**src/rtl/sop_pkg.sv**
```systemverilog
package sop_pkg;

  // Host-side pins carried together through the synchronizer.
  typedef struct packed {
    logic cs_n;
    logic sclk;
    logic sdi;
  } pin_t;

  localparam int PIN_W = $bits(pin_t);

  // Value the synchronized pins take in reset: deselected, clock idle high.
  localparam pin_t PIN_IDLE = '{cs_n: 1'b1, sclk: 1'b1, sdi: 1'b0};

endpackage

```
**src/rtl/sop_rst_sync.sv**
```systemverilog
module sop_rst_sync (
  input  logic clk,
  input  logic rst_n,
  output logic rst_sync_n
);

  logic [1:0] rst_q;

  always_ff @(posedge clk or negedge rst_n) begin
    if (!rst_n) begin
      rst_q <= 2'b00;
    end else begin
      rst_q <= {rst_q[0], 1'b1};
    end
  end

  assign rst_sync_n = rst_q[1];

endmodule

```
**src/rtl/sop_sync.sv**
```systemverilog
module sop_sync #(
  parameter int              W       = 1,
  parameter int              STAGES  = 2,
  parameter logic [W-1:0]    RST_VAL = '0
) (
  input  logic         clk,
  input  logic         rst_n,
  input  logic [W-1:0] d,
  output logic [W-1:0] q
);

  logic [W-1:0] stg_q [STAGES];

  genvar s;
  generate
    for (s = 0; s < STAGES; s++) begin : g_stage
      logic [W-1:0] stg_d;
      if (s == 0) begin : g_first
        assign stg_d = d;
      end else begin : g_next
        assign stg_d = stg_q[s-1];
      end
      always_ff @(posedge clk or negedge rst_n) begin
        if (!rst_n) begin
          stg_q[s] <= RST_VAL;
        end else begin
          stg_q[s] <= stg_d;
        end
      end
    end
  endgenerate

  assign q = stg_q[STAGES-1];

endmodule

```
**src/rtl/sop_fall_det.sv**
```systemverilog
module sop_fall_det (
  input  logic clk,
  input  logic rst_n,
  input  logic lvl,
  output logic fall
);

  logic prev_q;

  always_ff @(posedge clk or negedge rst_n) begin
    if (!rst_n) begin
      prev_q <= 1'b1;
    end else begin
      prev_q <= lvl;
    end
  end

  assign fall = prev_q & ~lvl;

endmodule

```
**src/rtl/sop_shifter.sv**
```systemverilog
module sop_shifter #(
  parameter int WORD_W = 24
) (
  input  logic              clk,
  input  logic              rst_n,
  input  logic              load,
  input  logic [WORD_W-1:0] load_word,
  input  logic              shift_en,
  input  logic              ser_in,
  output logic [WORD_W-1:0] word_q
);

  logic [WORD_W-1:0] word_d;
  logic              word_en;

  // Load wins over a shift in the same cycle.
  always_comb begin
    word_d = word_q;
    if (load) begin
      word_d = load_word;
    end else if (shift_en) begin
      word_d = {word_q[WORD_W-2:0], ser_in};
    end
  end

  assign word_en = load | shift_en;

  always_ff @(posedge clk or negedge rst_n) begin
    if (!rst_n) begin
      word_q <= '0;
    end else if (word_en) begin
      word_q <= word_d;
    end
  end

endmodule

```
**src/rtl/chain_sout_port.sv**
```systemverilog
module chain_sout_port
  import sop_pkg::*;
#(
  parameter int WORD_W      = 24,
  parameter int SYNC_STAGES = 2
) (
  input  logic              clk,
  input  logic              rst_n,
  input  logic              cs_n,
  input  logic              sclk,
  input  logic              sdi,
  input  logic              drdy_n,
  input  logic              load,
  input  logic [WORD_W-1:0] load_word,
  output logic              sdo,
  output logic              sdo_oe
);

  logic             rst_sync_n;
  pin_t             pin_raw;
  logic [PIN_W-1:0] pin_q;
  pin_t             pin_s;
  logic             cs_s;
  logic             sclk_fall;
  logic             shift_en;
  logic [WORD_W-1:0] sh_q;

  sop_rst_sync u_rst (
    .clk        (clk),
    .rst_n      (rst_n),
    .rst_sync_n (rst_sync_n)
  );

  assign pin_raw = '{cs_n: cs_n, sclk: sclk, sdi: sdi};

  sop_sync #(
    .W       (PIN_W),
    .STAGES  (SYNC_STAGES),
    .RST_VAL (PIN_IDLE)
  ) u_sync (
    .clk   (clk),
    .rst_n (rst_sync_n),
    .d     (pin_raw),
    .q     (pin_q)
  );

  assign pin_s = pin_t'(pin_q);
  assign cs_s  = pin_s.cs_n;

  sop_fall_det u_fall (
    .clk   (clk),
    .rst_n (rst_sync_n),
    .lvl   (pin_s.sclk),
    .fall  (sclk_fall)
  );

  // A fall only counts while selected and while reading is allowed.
  assign shift_en = sclk_fall & ~cs_s & ~drdy_n;

  sop_shifter #(
    .WORD_W (WORD_W)
  ) u_shift (
    .clk       (clk),
    .rst_n     (rst_sync_n),
    .load      (load),
    .load_word (load_word),
    .shift_en  (shift_en),
    .ser_in    (pin_s.sdi),
    .word_q    (sh_q)
  );

  assign sdo_oe = ~cs_s;
  assign sdo    = sdo_oe & sh_q[WORD_W-1];

endmodule

```
**config.mk**
```make
export PLATFORM = sky130hd
export DESIGN_NAME = chain_sout_port
export DESIGN_NICKNAME = d
export VERILOG_FILES = /design/src/rtl/sop_pkg.sv /design/src/rtl/sop_rst_sync.sv /design/src/rtl/sop_sync.sv /design/src/rtl/sop_fall_det.sv /design/src/rtl/sop_shifter.sv /design/src/rtl/chain_sout_port.sv
export SDC_FILE = /design/constraint.sdc
export NUM_CORES = 1
export LEC_CHECK = 0
export ABC_AREA = 0
export CAP_MARGIN = 20
export CORE_MARGIN = 2
export CORE_UTILIZATION = 43
export CTS_CLUSTER_SIZE = 24
export DETAILED_ROUTE_END_ITERATION = 16
export PLACE_DENSITY = 0.73
export SETUP_SLACK_MARGIN = 0.05
export SYNTH_ARGS = -nofsm -noshare
export SYNTH_HDL_FRONTEND = slang
export SYNTH_SLANG_ARGS = --single-unit
```
**constraint.sdc**
```tcl
create_clock -name clk -period 0.9 [get_ports clk]
set_input_delay 0.18 -clock clk [delete_from_list [all_inputs] [get_ports clk]]
set_output_delay 0.18 -clock clk [all_outputs]
set_load 0.01 [all_outputs]
```
# After elaboration in Yosys (flattened, before gate mapping)
# Cells that the tools add are included.
[classes]
n_mux = 2
n_reduce_logical = 2
n_bitwise = 8
[op_table]
columns = ["operator", "n"]
rows = [
  ["two-way mux 24 bit", 2],
  ["AND 1 bit", 4],
  ["NOT 1 bit", 3],
  ["AND reduction 2 bit", 1],
  ["nonzero test 2 bit", 1],
  ["OR 1 bit", 1],
]
[word_totals]
regBits = 33
output_inout_bits = 2
elab_cells = 17

# Depth between registers and ports, before layout
# Gate-level depths: netlist (run 1).
[logic_depth]
depth_word = 6
mapped_depth = 5
ltp_nobuf = 3

# By module
# From an unflattened synthesis (run 1), not the netlist that was laid out.
[hier_totals]
cells_unflattened = 118
area_unflattened_um2 = 1398.8
[modules_own_cells]
columns = ["module", "area_per_inst_um2", "cells_each", "seq_area_each_um2", "instances"]
rows = [
  ["sop_shifter", 1127.3, 104, 600.6, 1],
  ["sop_sync", 155.1, 6, 155.1, 1],
  ["sop_rst_sync", 53.8, 3, 50.0, 1],
  ["sop_fall_det", 40.0, 2, 26.3, 1],
  ["chain_sout_port", 22.5, 3, 0.0, 1],
]

# Worst setup path after synthesis (run 1)
# No wires, ideal clock.
[synth_timing]
path_type = "reg2reg"
start = "register u_fall.prev_q"
end = "register u_shift.word_q[10]"
synth_period_minus_slack_ps = 1364
arrival_ps = 1231
setup_slack_ps = -464
stages_incl_launch_ff = 6
path_buffers = 2
cell_sequence = "dfstp_2 nor4b_2 buf_4 buf_12 mux2i_1 o21ai_1"
[synth_between]
elab_chain_cells = 5
elab_cells_between_ends = 6
classes_between = "bitwise (4); reduce/logical (2)"
[synth_rtl]
columns = ["element", "line_no", "rtl"]
rows = [
  ["from (decl)", "sop_fall_det.sv:8", "logic prev_q;"],
  ["from (signal assigned)", "sop_fall_det.sv:14", "prev_q <= lvl;"],
  ["AND 1 bit *", "sop_fall_det.sv:18", "assign fall = prev_q & ~lvl;"],
  ["AND 1 bit * (2 in series)", "chain_sout_port.sv:58", "assign shift_en = sclk_fall & ~cs_s & ~drdy_n;"],
  ["nonzero test 2 bit (no source line) / OR 1 bit (equally long branches)", "--", ""],
  ["AND reduction 2 bit (no source line) *", "--", ""],
  ["to (signal assigned)", "sop_shifter.sv:32", "word_q <= word_d;"],
  ["to (decl)", "sop_shifter.sv:10", "output logic [WORD_W-1:0] word_q"],
]
# Every way passes the cells marked *; elsewhere a longest branch is shown, timed or not.
# A chain may end at the register's enable or synchronous reset.

# Final worst setup path (run 1)
[layout_timing]
start = "register u_sync.stg_q (netlist bit u_sync.q[2])"
end = "register u_shift.word_q[16]"
[layout_between]
elab_chain_cells = 5
elab_cells_between_ends = 6
classes_between = "bitwise (4); reduce/logical (2)"
[layout_rtl]
columns = ["element", "line_no", "rtl"]
rows = [
  ["from (decl)", "sop_sync.sv:12", "logic [W-1:0] stg_q [STAGES];"],
  ["from (signal, indexed assignment)", "sop_sync.sv:27", "stg_q[s] <= stg_d;"],
  ["NOT 1 bit *", "chain_sout_port.sv:58", ""],
  ["AND 1 bit * (2 in series)", "chain_sout_port.sv:58", ""],
  ["nonzero test 2 bit (no source line) / OR 1 bit (equally long branches)", "--", ""],
  ["AND reduction 2 bit (no source line) *", "--", ""],
]
# Marks and branches as above.

==> key figures, run 1 <==
Clock network
  – Htree depth: 2
  – Sinks on Clock Net: 33
  – Cts bufs inserted: 5
  – Bufs on Longest Clock Path: 2
  – CTS clk-pin slew, worst paths: about 0.11 ns
  – CTS tree: built
  – Root Driver: clkbuf_4
  – Clk Latency, worst-skew pair: between 0.3 and 0.4 ns

Placed design
  – Pre-CTS setup slack: -0.690 ns
  – Gpl congestion: 0.689
  – Placed Cells: 188
  – IO buf count: 32
  – HPWL Detailed: 1.57 mm

Logic synthesis
  – Unique cell type count in the Yosys netlist: 13
  – Mapped Avg Cell Area: 11.8 µm²
  – Number of synthesis warnings: 0
  – Post-synthesis net count: 148
  – Simple-gate portion of the synthesized area: 8.17%
  – Yosys reg bits: 33
  – Compound-gate portion of the synthesized area: 8.71%
  – XOR/XNOR Fraction of Synth Area: 0%
  – Cells after Synth: around 120
  – Post-synthesis mux area share: 17.4%
  – Largest family of logic cells by synthesized area: multiplexers
  – Register area share after synthesis: 60.3%
  – Synthesized area: about 1400 µm²
  – Adder-Cell Fraction of Synth Area: 0%

Floorplan
  – Die area: 3680 µm²
  – FP Rows: 20
  – Initial core utilization: 45.2%
  – Die Wd: 60.6 µm
  – Chip height: 60.6 µm
  – Core area: 3050 µm²
  – Number of I/O pins: 33

Power and ir drop
  – Total power: 3.28 mW
  – Pleak: 0.798 nW
  – Power per standard cell area: 1680 nW/µm²
  – Worst VDD drop: 0.773 mV

Layout
  – Layout net count: 189
  – Layout cells sized above 1: 18.9%
  – Non-filler cells, final: 203
  – Most common cell after layout, fill and taps aside: clkdlybuf4s50_1
  – Area Growth Syn to Fin: 41.8%
  – Commonest non-fill, non-tap cells in the layout: 30 x clkdlybuf4s50_1, 27 x dfrtp_1, 24 x nand2_1, 24 x o21ai_1, 21 x mux2i_1
  – # diodes: 0
  – Post-layout util: 64.1%

Critical path
  – Setup crit start kind: flip-flop
  – Reg2Reg Depth: 6
  – Reg-to-reg startpoint: u_sync.q[2]
  – CP delay by family, top: buffers and inverters
  – R2r setup slk: -0.56 ns
  – Slowest cell on the critical path: dfstp_2
  – Critical path type: reg -> reg
  – Worst Path Max Fanout: 6
  – CP arrival: 1.67 ns
  – Crit path top cell by count: buf_6
  – Required time of the critical path: 1.11 ns
  – CP endpoint kind: flip-flop
  – Buf/Inv on CP: 3
  – Crit path cell chain: buf_6, nor4b_4, buf_6, buf_12, mux2i_1, o21ai_1
  – FF-to-FF End: u_shift.word_q[16]
  – Max incr delay on CP: a little under 0.4 ns

GRT
  – Antenna violations before repair: 0
  – First-pass GRT wire length: between 3 and 4 mm
  – Total gr overflow: 0
  – Largest net degree at the start of global routing: 49
  – Tot GR Track Use: 14.4%
  – Vias in the first global route: 902

Outcome
  – Violated checks: setup timing
  – Status: complete, but fails checks

Routing
  – DRT iter0 DRCs: 62
  – Vias: 950
  – Final ANT Viol Nets: 0
  – Wire per inst: 12.3 µm
  – Drt pass-1 iters: 3
  – Post-Route WL: 2.49 mm
  – Vias per cell: 4.68
  – DR DRC count: 0

STA
  – Fmax: 683 MHz
  – Worst hold margin: 0.167 ns
  – Fin crit share: 163%
  – Setup Viol. Count Final: 26
  – Final Hold Vio Count: 0
  – Max Transition Viols Final: 0
  – Final Critical Period: 1.46 ns
  – RSZ-0062 raised after global routing: true
  – Skew final: 0.0117 ns
  – Worst Slack Setup Final: -0.564 ns

Min path
  – Hold Path Class: reg -> async

Run
  – Max-cap viol count: 0
[per-stage QoR]
stage	cell area [µm²]	setup TNS, ns
2_1_floorplan	1380	-10.60
3_5_place_dp	1760	-16.68
5_1_grt	1960	-15.47
3_3_place_gp	1760	-16.09
4_1_cts	1870	-14.19
6_report	1960	-13.76
[synth_stat cells]
cell / n / share of area (%)
nor4b_2: 1 / 1.1
dfrtp_1: 28 / 51
mux2i_1: 24 / 17
buf_12: 2 / 2.9
o21ai_0: 4 / 1.5
nand2_1: 24 / 6.5
buf_4: 1 / 0.54
clkbuf_1: 5 / 1.4
o21ai_1: 20 / 7.3
dfstp_2: 5 / 9.5
and2b_1: 1 / 0.54
inv_1: 1 / 0.27
conb_1: 1 / 0.27
[worst register-to-register path, stage by stage (launching register included)]
cell and delay [ns]:
dfstp_2 0.39, buf_6 0.11, nor4b_4 0.25, buf_6 0.17, buf_12 0.14, mux2i_1 0.21
o21ai_1 0.09
[routing by layer]
| layer | wire length (µm) | share of wire, % | track usage, % |
|---|---|---|---|
| met3 | 97 | 3.9 | 5.12 |
| met5 | 0 | 0 | 0 |
| met1 | 1100 | 44 | 15.5 |
| met4 | 36 | 1.4 | 8.39 |
| met2 | 1260 | 50 | 24.4 |
[how the worst max path moves through the flow]
stage,start,endpoint,slack [ns],depth (start not counted)
floorplan,u_fall.prev_q,u_shift.word_q[10],-0.46,5
global placement,drdy_n,u_shift.word_q[13],-0.65,5
detailed placement,drdy_n,u_shift.word_q[6],-0.69,5
CTS,u_sync.q[2],u_shift.word_q[6],-0.58,5
global route,u_sync.q[2],u_shift.word_q[13],-0.63,6
finish,u_sync.q[2],u_shift.word_q[16],-0.56,6
[report_power, final]
part | internal, mW | leakage [nW] | switching [mW]
combinational | 0.267 | 0.363 | 0.162
sequential | 1.62 | 0.390 | 0.0841
clock | 0.660 | 0.0445 | 0.490
total | 2.54 | 0.798 | 0.736
[final cells by class]
| cell class | count | area [µm²] |
|---|---|---|
| clock buffers | 6 | 51.3 |
| multi-input cells | 75 | 497 |
| repair buffers | 42 | 478 |
| inverters | 1 | 3.75 |
| flip-flops and latches | 33 | 833 |
| well taps | 44 | 55.1 |
| clock inverters | 2 | 37.5 |
| fillers | 269 | 1100 |
[repair_timing]
action | in CTS | in global routing
hold buffers | 1 | 0
setup buffers | 2 | 1
resized for setup | 11 | 4
cloned | 0 | 3
hold endpoints to repair | 2 | 0
setup endpoints to repair | 26 | 26
pin swaps | 0 | 3
[sequential cells by signal (all words and copies together), names as in the netlist]
register	count
u_sync.g_stage.stg_d	3
u_rst.rst_q	2
u_shift.word_q	24
u_sync.q	3
u_fall.prev_q	1
[cell families (layout without fill, tap and decap cells)]
kind of cell	after synthesis	after routing
flops	33	33
simple gates	26	26
compound gates	24	24
mux	24	24
buf+inv	9	51
other cells	1	1
Power figures use the tool's default switching activity.
==> inputs of run 2 (changes only) <==
Settings changed: TNS_END_PERCENT set to 100.
==> results of run 2 <==
Final layout, timing and power as in run 1 (identical DEF).
